$ cat config.mk
export PLATFORM = sky130hd
export DESIGN_NAME = pfd_lock
export DESIGN_NICKNAME = d
export VERILOG_FILES = /design/src/rtl/pfd_pkg.sv /design/src/rtl/pfd_edge_sync.sv /design/src/rtl/pfd_detect.sv /design/src/rtl/pfd_lock_filter.sv /design/src/rtl/pfd_ctrl.sv /design/src/rtl/pfd_lock.sv
export SDC_FILE = /design/constraint.sdc
export NUM_CORES = 1
export LEC_CHECK = 0
export ABC_CLOCK_PERIOD_IN_PS = 1600
export BUFFER_PORTS_ARGS = -buffer_cell sky130_fd_sc_hd__buf_2
export CORE_MARGIN = 4
export CORE_UTILIZATION = 47
export CTS_CLUSTER_SIZE = 25
export DETAILED_ROUTE_END_ITERATION = 16
export PLACE_DENSITY = 0.76
export RECOVER_POWER = 100
export SLEW_MARGIN = 25
export SYNTH_ARGS = -nofsm -noshare
export SYNTH_HDL_FRONTEND = slang
export SYNTH_SLANG_ARGS = --single-unit
$ cat constraint.sdc
create_clock -name clk -period 1.6 [get_ports clk]
set_input_delay 0.16 -clock clk [delete_from_list [all_inputs] [get_ports clk]]
set_output_delay 0.16 -clock clk [all_outputs]
set_load 0.01 [all_outputs]
$ cat src/rtl/pfd_pkg.sv
package pfd_pkg;

    localparam int CTL_W       = 8;
    localparam int BIT_PD      = 3;
    localparam int BIT_MSEL    = 5;
    localparam int BIT_PRESC   = 6;
    localparam int BIT_MON_OFF = 7;

    typedef struct packed {
        logic mon_off;
        logic sel_presc;
        logic sel_msel;
        logic pd;
    } ctrl_t;

    typedef struct packed {
        logic ref_seen;
        logic vco_seen;
    } pfd_state_t;

    typedef enum logic [1:0] {
        DBG_ZERO  = 2'd0,
        DBG_MSEL  = 2'd1,
        DBG_PRESC = 2'd2
    } dbg_src_e;

    function automatic ctrl_t decode_ctrl(input logic [CTL_W-1:0] w);
        ctrl_t c;
        c.pd        = w[BIT_PD];
        c.sel_msel  = w[BIT_MSEL];
        c.sel_presc = w[BIT_PRESC];
        c.mon_off   = w[BIT_MON_OFF];
        return c;
    endfunction

    function automatic logic [CTL_W-1:0] encode_ctrl(input ctrl_t c);
        logic [CTL_W-1:0] w;
        w              = '0;
        w[BIT_PD]      = c.pd;
        w[BIT_MSEL]    = c.sel_msel;
        w[BIT_PRESC]   = c.sel_presc;
        w[BIT_MON_OFF] = c.mon_off;
        return w;
    endfunction

    function automatic dbg_src_e pick_dbg(input ctrl_t c);
        if (c.sel_presc)     return DBG_PRESC;
        else if (c.sel_msel) return DBG_MSEL;
        else                 return DBG_ZERO;
    endfunction

endpackage

$ cat src/rtl/pfd_edge_sync.sv
module pfd_edge_sync #(
    parameter int STAGES = 2
) (
    input  logic clk,
    input  logic rst,
    input  logic din,
    output logic level,
    output logic rise
);
    logic [STAGES-1:0] chain;
    logic              prev;

    always_ff @(posedge clk) begin
        if (rst) begin
            chain <= '0;
            prev  <= 1'b0;
        end else begin
            chain <= {chain[STAGES-2:0], din};
            prev  <= chain[STAGES-1];
        end
    end

    assign level = chain[STAGES-1];
    assign rise  = chain[STAGES-1] & ~prev;
endmodule

$ cat src/rtl/pfd_detect.sv
module pfd_detect
    import pfd_pkg::*;
(
    input  logic clk,
    input  logic rst,
    input  logic pd,
    input  logic ref_rise,
    input  logic vco_rise,
    output logic up_n,
    output logic dn_n
);
    pfd_state_t st;

    always_ff @(posedge clk) begin
        if (rst || pd) begin
            st <= '0;
        end else if (st.ref_seen && st.vco_seen) begin
            st <= '0;
        end else begin
            st.ref_seen <= st.ref_seen | ref_rise;
            st.vco_seen <= st.vco_seen | vco_rise;
        end
    end

    assign up_n = ~(st.ref_seen & ~st.vco_seen);
    assign dn_n = ~(st.vco_seen & ~st.ref_seen);
endmodule

$ cat src/rtl/pfd_lock_filter.sv
module pfd_lock_filter #(
    parameter int LOCK_CYCLES = 64
) (
    input  logic clk,
    input  logic rst,
    input  logic pd,
    input  logic up_n,
    input  logic dn_n,
    output logic lock
);
    localparam int CW = $clog2(LOCK_CYCLES + 1);
    localparam logic [CW-1:0] LIMIT = CW'(LOCK_CYCLES);

    logic          raw;
    logic [CW-1:0] run_cnt;

    assign raw = up_n & dn_n;

    always_ff @(posedge clk) begin
        if (rst || pd || !raw) begin
            run_cnt <= '0;
        end else if (run_cnt != LIMIT) begin
            run_cnt <= run_cnt + 1'b1;
        end
    end

    assign lock = (run_cnt == LIMIT);
endmodule

$ cat src/rtl/pfd_ctrl.sv
module pfd_ctrl
    import pfd_pkg::*;
(
    input  logic             clk,
    input  logic             rst,
    input  logic             we,
    input  logic [CTL_W-1:0] wdata,
    input  logic             msel_in,
    input  logic             presc_in,
    output ctrl_t            cfg,
    output logic [CTL_W-1:0] rdata,
    output logic             dbg_out
);
    always_ff @(posedge clk) begin
        if (rst)     cfg <= '0;
        else if (we) cfg <= decode_ctrl(wdata);
    end

    assign rdata = encode_ctrl(cfg);

    always_comb begin
        unique case (pick_dbg(cfg))
            DBG_PRESC: dbg_out = presc_in;
            DBG_MSEL:  dbg_out = msel_in;
            default:   dbg_out = 1'b0;
        endcase
    end
endmodule

$ cat src/rtl/pfd_lock.sv
module pfd_lock
    import pfd_pkg::*;
#(
    parameter int SYNC_STAGES = 2,
    parameter int LOCK_CYCLES = 64
) (
    input  logic             clk,
    input  logic             rst,
    input  logic             ctl_we,
    input  logic [CTL_W-1:0] ctl_wdata,
    output logic [CTL_W-1:0] ctl_rdata,
    input  logic             vco_strb,
    input  logic             ref_strb,
    input  logic             msel_in,
    input  logic             presc_in,
    output logic             up_n,
    output logic             dn_n,
    output logic             lock,
    output logic             vco_mon,
    output logic             ref_mon,
    output logic             dbg_out
);
    localparam int NCH = 2;

    ctrl_t          cfg_q;
    logic [NCH-1:0] strb_in;
    logic [NCH-1:0] strb_lvl;
    logic [NCH-1:0] strb_rise;

    assign strb_in = {ref_strb, vco_strb};

    for (genvar ch = 0; ch < NCH; ch++) begin : g_sync
        pfd_edge_sync #(.STAGES(SYNC_STAGES)) u_sync (
            .clk   (clk),
            .rst   (rst),
            .din   (strb_in[ch]),
            .level (strb_lvl[ch]),
            .rise  (strb_rise[ch])
        );
    end

    pfd_ctrl u_ctrl (
        .clk      (clk),
        .rst      (rst),
        .we       (ctl_we),
        .wdata    (ctl_wdata),
        .msel_in  (msel_in),
        .presc_in (presc_in),
        .cfg      (cfg_q),
        .rdata    (ctl_rdata),
        .dbg_out  (dbg_out)
    );

    pfd_detect u_det (
        .clk      (clk),
        .rst      (rst),
        .pd       (cfg_q.pd),
        .ref_rise (strb_rise[1]),
        .vco_rise (strb_rise[0]),
        .up_n     (up_n),
        .dn_n     (dn_n)
    );

    pfd_lock_filter #(.LOCK_CYCLES(LOCK_CYCLES)) u_lock (
        .clk  (clk),
        .rst  (rst),
        .pd   (cfg_q.pd),
        .up_n (up_n),
        .dn_n (dn_n),
        .lock (lock)
    );

    assign vco_mon = strb_lvl[0] & ~cfg_q.mon_off;
    assign ref_mon = strb_lvl[1] & ~cfg_q.mon_off;
endmodule

Yosys cells after proc, flatten, opt, wreduce, memory -nomap -nowiden

Cells that the tools add are included.

Bits in registers: 19
Output and inout port bits: 14

Add/sub/neg operators: 1
Equal/unequal tests: 4
Multiplexer cells: 3
Bitwise operators: 16
Reduce and logical (&&, ||, !) cells: 5

Operator list:

| operator                                                         | number |
|---|---|
| 7-bit by 1-bit adder with 7-bit output (second input constant)   | 1 |
| 1-bit bitwise AND                                                | 7 |
| 7-bit == test (second input constant)                            | 1 |
| 7-bit inequality test (second input constant)                    | 1 |
| 1-bit NOT                                                        | 7 |
| 2-bit by 1-bit == test with 1-bit output (second input constant) | 1 |
| 2-bit == test (second input constant)                            | 1 |
| 1-bit logical OR                                                 | 2 |
| 2-bit 2-to-1 mux                                                 | 1 |
| 1-bit OR                                                         | 2 |
| 1-bit case mux with 2 select lines                               | 1 |
| 2-bit OR reduction                                               | 1 |
| 1-bit logical AND                                                | 1 |
| 1-bit zero test                                                  | 1 |
| 1-bit 2-to-1 mux                                                 | 1 |

Logic depth before layout (Yosys ltp)

Word-level depth: 6
Mapped depth: 6
Gate-level depth less buffers: 5

Hierarchy

From an unflattened synthesis, not the netlist that was laid out.

Cell total of the unflattened synthesis: 87
Area, all modules: 843.3 um2

By module, submodules not included:

| module          | times used | cells an instance | area each (um2) | seq. area each (um2) |
|---|---|---|---|---|
| pfd_lock_filter | 1          | 38                | 349.1           | 140.1 |
| pfd_ctrl        | 1          | 25                | 216.5           | 80.1 |
| pfd_edge_sync   | 2          | 7                 | 87.6            | 60.1 |
| pfd_detect      | 1          | 8                 | 90.1            | 40.0 |
| pfd_lock        | 1          | 2                 | 12.5            | 0.0 |

Worst setup path after synthesis

Ideal clock, no wire load.

Path kind: flip-flop to flip-flop
Start point: register u_det.st[0] (netlist bit)
End point: register u_lock.run_cnt[1]
Library setup time: 0.074 ns
Data arrival time: 1.184 ns
Path slack: 0.342 ns
Stages on the path, launching flop included: 6
Path buffers: 0
Clock period less this slack: 1.258 ns
Cell sequence: dfxtp_1 > inv_1 > ha_1 > nor3b_1 > nand2_1 > o21ai_0

Cells in the longest elaborated chain, start to end: 6

Ends and longest elaborated chain:

| element                | line                  | text |
|---|---|---|
| start: declaration     | pfd_detect.sv:12      | `pfd_state_t st;` |
| 1-bit NOT              | pfd_detect.sv:25      | `assign up_n = ~(st.ref_seen & ~st.vco_seen);` |
| 1-bit bitwise AND      | pfd_detect.sv:25      |  |
| 1-bit NOT              | pfd_detect.sv:25      |  |
| 1-bit bitwise AND *    | pfd_lock_filter.sv:17 | `assign raw = up_n & dn_n;` |
| 1-bit zero test *      | pfd_lock_filter.sv:20 | `if (rst \|\| pd \|\| !raw) begin` |
| 1-bit logical OR *     | pfd_lock_filter.sv:20 |  |
| end signal: assignment | pfd_lock_filter.sv:23 | `run_cnt <= run_cnt + 1'b1;` |
| end: declaration       | pfd_lock_filter.sv:15 | `logic [CW-1:0] run_cnt;` |

Mark *: on every way between the ends. The rest lies on a longest branch, timed or not.
A chain may end at the register's enable or synchronous reset.

Worst setup path after layout

Start point: register u_lock.run_cnt[2]
End point: output port lock

Cells in the longest elaborated chain, start to end: 1

Ends and longest elaborated chain:

| element          | line                  | text |
|---|---|---|
| 7-bit == test    | pfd_lock_filter.sv:27 | `assign lock = (run_cnt == LIMIT);` |
| end: declaration | pfd_lock.sv:18        | `output logic lock,` |

No other way between the ends.

==> flow_metrics.env <==
export IMPL_final_nets=134
export IMPL_syn_cell_area_um2=833.3
export IMPL_drive_gt1_share_pct=18.58
export IMPL_postSynthCellCount=92
export IMPL_dieArea_mm2=0.002511
export IMPL_post_place_ws_ns=0.1889
export IMPL_grt_max_degree=15
export IMPL_dp_hpwl_um=1099
export IMPL_met1_usage_pct=13.55
export IMPL_slowest_stage="dfxtp_1"
export IMPL_switching_share_pct=25.29
export IMPL_finalWirelength_um=1433
export IMPL_initial_core_util_pct=52.28
export IMPL_cp_top_family="simple AND/OR/NAND/NOR gates"
export IMPL_antenna_found_initial=0
export IMPL_htreeDepth=1
export IMPL_multiInputGateArea_um2=389.1
export IMPL_clockBufferDepth=2
export IMPL_p_leak_nw=0.4020
export IMPL_ant_nets=0
export IMPL_core_mm2=0.001594
export IMPL_ys_seq_area_share_pct=45.65
export IMPL_arrival_ns=1.35
export IMPL_syn_to_final_growth_pct=15.47
export IMPL_die_x_um=50.11
export IMPL_grt_busiest_layer="met2"
export IMPL_antenna_cells=0
export IMPL_cp_required_ns=1.44
export IMPL_slew_viol_final=0
export IMPL_path_cells="nor4_2 -> and2_4 -> buf_2"
export IMPL_clock_latency_ns=0.30
export IMPL_overflow=0
export IMPL_fin_worst_skew_ns=0.003306
export IMPL_intPower_uw=634.0
export IMPL_rrSetupSlack_ns=0.23
export IMPL_cts_root_buf="clkbuf_4"
export IMPL_via_per_inst=4.577
export IMPL_fp_dieH_um=50.11
export IMPL_min_from="vco_strb"
export IMPL_pwr_share_clk_pct=27.8
export IMPL_worst_pin_slew_ns=0.5791
export IMPL_ys_warn_count=0
export IMPL_cts_sinks=19
export IMPL_final_util_pct=60.36
export IMPL_grt_pass1_wl_um=2325
export IMPL_wl_per_cell_um=10.46
export IMPL_status="complete, no violations"
export IMPL_drc=0
export IMPL_combinationalPowerShare_pct=11.9
export IMPL_grtUsageTotal_pct=11.98
export IMPL_hold_worst_slack_ns=0.06589
export IMPL_p_switching_uw=214.6
export IMPL_vdd_drop_max_mv=0.5174
export IMPL_setup_violations=0
export IMPL_fin_crit_sh_pct=94.36
export IMPL_r2r_start="u_lock.run_cnt[1]"
export IMPL_ios=29
export IMPL_seq_power_share_pct=60.3
export IMPL_crit_fanout=6
export IMPL_drt_iter0_drc=10
export IMPL_relSlewSlack_pct=61.39
export IMPL_portBuffers=20
export IMPL_cts_clk_slew_worst_paths_ns=0.10
export IMPL_setup_tns_final_ns=0
export IMPL_ff2ff_path_depth=5
export IMPL_end_kind="primary output"
export IMPL_crit_buf_inv=1
export IMPL_crit_cells=3
export IMPL_cts_buffers=3
export IMPL_num_rows=14
export IMPL_gp_congestion=0.7067
export IMPL_hold_path_class="primary input to register"
export IMPL_whs_path_depth=2
export IMPL_period_needed_ns=1.510
export IMPL_hold_end="g_sync[0].u_sync.chain[0]"
export IMPL_yosysUniqueCellTypes=22
export IMPL_critPathMaxStageDelay_ns=0.36
export IMPL_p_per_area_mw_per_mm2=882.0
export IMPL_grt_pass1_vias=607
export IMPL_met2_usage_pct=19.78
export IMPL_rsz0062_at_grt="false"
export IMPL_worstSetupStartpointType="register"
export IMPL_max_freq_mhz=662.4
export IMPL_seq_area_um2=382.9
export IMPL_critical_path_class="register to primary output"
export IMPL_cts_tree="built"
export IMPL_synth_seq_cells=19
export IMPL_worst_r2r_endpoint="u_lock.run_cnt[6]"
export IMPL_met3_usage_pct=2.711
export IMPL_nFillCells=148
export IMPL_drt_first_pass_iters=4
export IMPL_max_cap_violations=0
export IMPL_vias=627
export IMPL_final_hold_violation_count=0
export IMPL_hold_buffers=0
export IMPL_syn_area_per_cell_um2=9.058
export IMPL_setup_slack_ns=0.09024
==> power by group through the flow <==
stage                     logic, mW  clock network (mW)  registers (mW)
after global placement       0.0881                   0           0.521
after CTS                    0.0927               0.246           0.513
after detailed placement     0.0924                   0           0.523
after global routing          0.115               0.271           0.515
after floorplan              0.0671                   0           0.521
final                         0.101               0.236           0.511
==> cells in the final DEF (no fill, tap or decap) <==
cell / Yosys / routed
clkinv_2: 0 / 1
a21oi_1: 4 / 4
xnor2_1: 1 / 1
xor2_1: 2 / 2
ha_1: 5 / 5
nor3b_2: 0 / 1
nor4_1: 2 / 2
nor4_2: 1 / 1
dfxtp_2: 0 / 2
nor3_1: 3 / 3
clkbuf_4: 0 / 4
dfxtp_1: 19 / 17
nand2_1: 8 / 8
mux2i_1: 5 / 5
nor2b_1: 8 / 8
and2_4: 0 / 1
and2_1: 2 / 1
o21ai_0: 4 / 4
conb_1: 1 / 4
buf_4: 6 / 1
inv_1: 8 / 8
or3_1: 2 / 2
buf_2: 0 / 10
nand3_1: 2 / 2
clkbuf_1: 2 / 10
nand4_1: 1 / 1
nor2_1: 5 / 5
==> layout make-up <==
class                   instances  share of cell area, %
multi-input cells              60                  40.44
flip-flops and latches         19                  39.79
repair buffers                 22                  10.66
inverters                       8                  3.121
well taps                      24                  3.121
clock buffers                   3                  2.341
clock inverters                 1                 0.5202
==> worst max-delay path by stage <==
stage                        end               from
2_1_floorplan  u_lock.run_cnt[1]        u_det.st[0]
6_report                    lock  u_lock.run_cnt[2]
5_1_grt                     lock  u_lock.run_cnt[2]
3_5_place_dp   u_lock.run_cnt[1]        u_det.st[0]
3_3_place_gp   u_lock.run_cnt[0]        u_det.st[0]
4_1_cts                     lock  u_lock.run_cnt[0]
==> flip-flops by register name (all words and copies together) (netlist names) <==
signal,flops
g_sync.u_sync.prev,2
u_det.st,2
g_sync.u_sync.chain,4
u_lock.run_cnt,7
u_ctrl.cfg,4
==> cells by family after synthesis <==
logic type               synth area share [%]
AND/OR/NAND/NOR                         22.52
flip-flops                              45.65
buffers and inverters                   9.910
AO/OA/AOI/OAI                           4.805
adder cells (fa/ha/maj)                 7.508
multiplexers                            6.006
XOR/XNOR                                3.154
other                                  0.4500
==> synth_stat cells <==
master     n  area share (%)
inv_1      8             3.6
xnor2_1    1             1.1
nor3_1     3             1.8
nor2b_1    8             6.0
nor4_2     1             1.5
and2_1     2             1.5
buf_4      6             5.4
or3_1      2             1.5
nor4_1     2             1.5
mux2i_1    5             6.0
xor2_1     2             2.1
clkbuf_1   2            0.90
conb_1     1            0.45
nand3_1    2             1.2
a21oi_1    4             2.4
nor2_1     5             2.3
o21ai_0    4             2.4
ha_1       5             7.5
dfxtp_1   19              46
nand2_1    8             3.6
nor3b_1    1            0.90
nand4_1    1            0.75
==> per-stage QoR <==
| step | power (mW) | cell area (µm²) | std cells |
|---|---|---|---|
| 2_1_floorplan | 0.5876 | 844.6 | 95 |
| 3_3_place_gp | 0.6094 | 922.1 | 131 |
| 3_5_place_dp | 0.6151 | 922.1 | 131 |
| 4_1_cts | 0.8519 | 953.4 | 135 |
| 5_1_grt | 0.9008 | 962.2 | 137 |
| 6_report | 0.8486 | 962.2 | 137 |
==> metal layers <==
metal | vias to the layer above | part of all wire, % | wire length, µm
met2 | 14 | 48 | 685
li1 | 329 | - | -
met4 | 0 | 2.2 | 32
met5 | - | 0 | 0
met1 | 280 | 45 | 640
met3 | 4 | 5.2 | 74
==> repair_timing <==
action / in CTS / in global routing
setup buffers: 0 / 2
gates resized for setup: 3 / 2
endpoints found under the setup margin: 1 / 3
No activity file was read; power rests on OpenSTA's default activity.
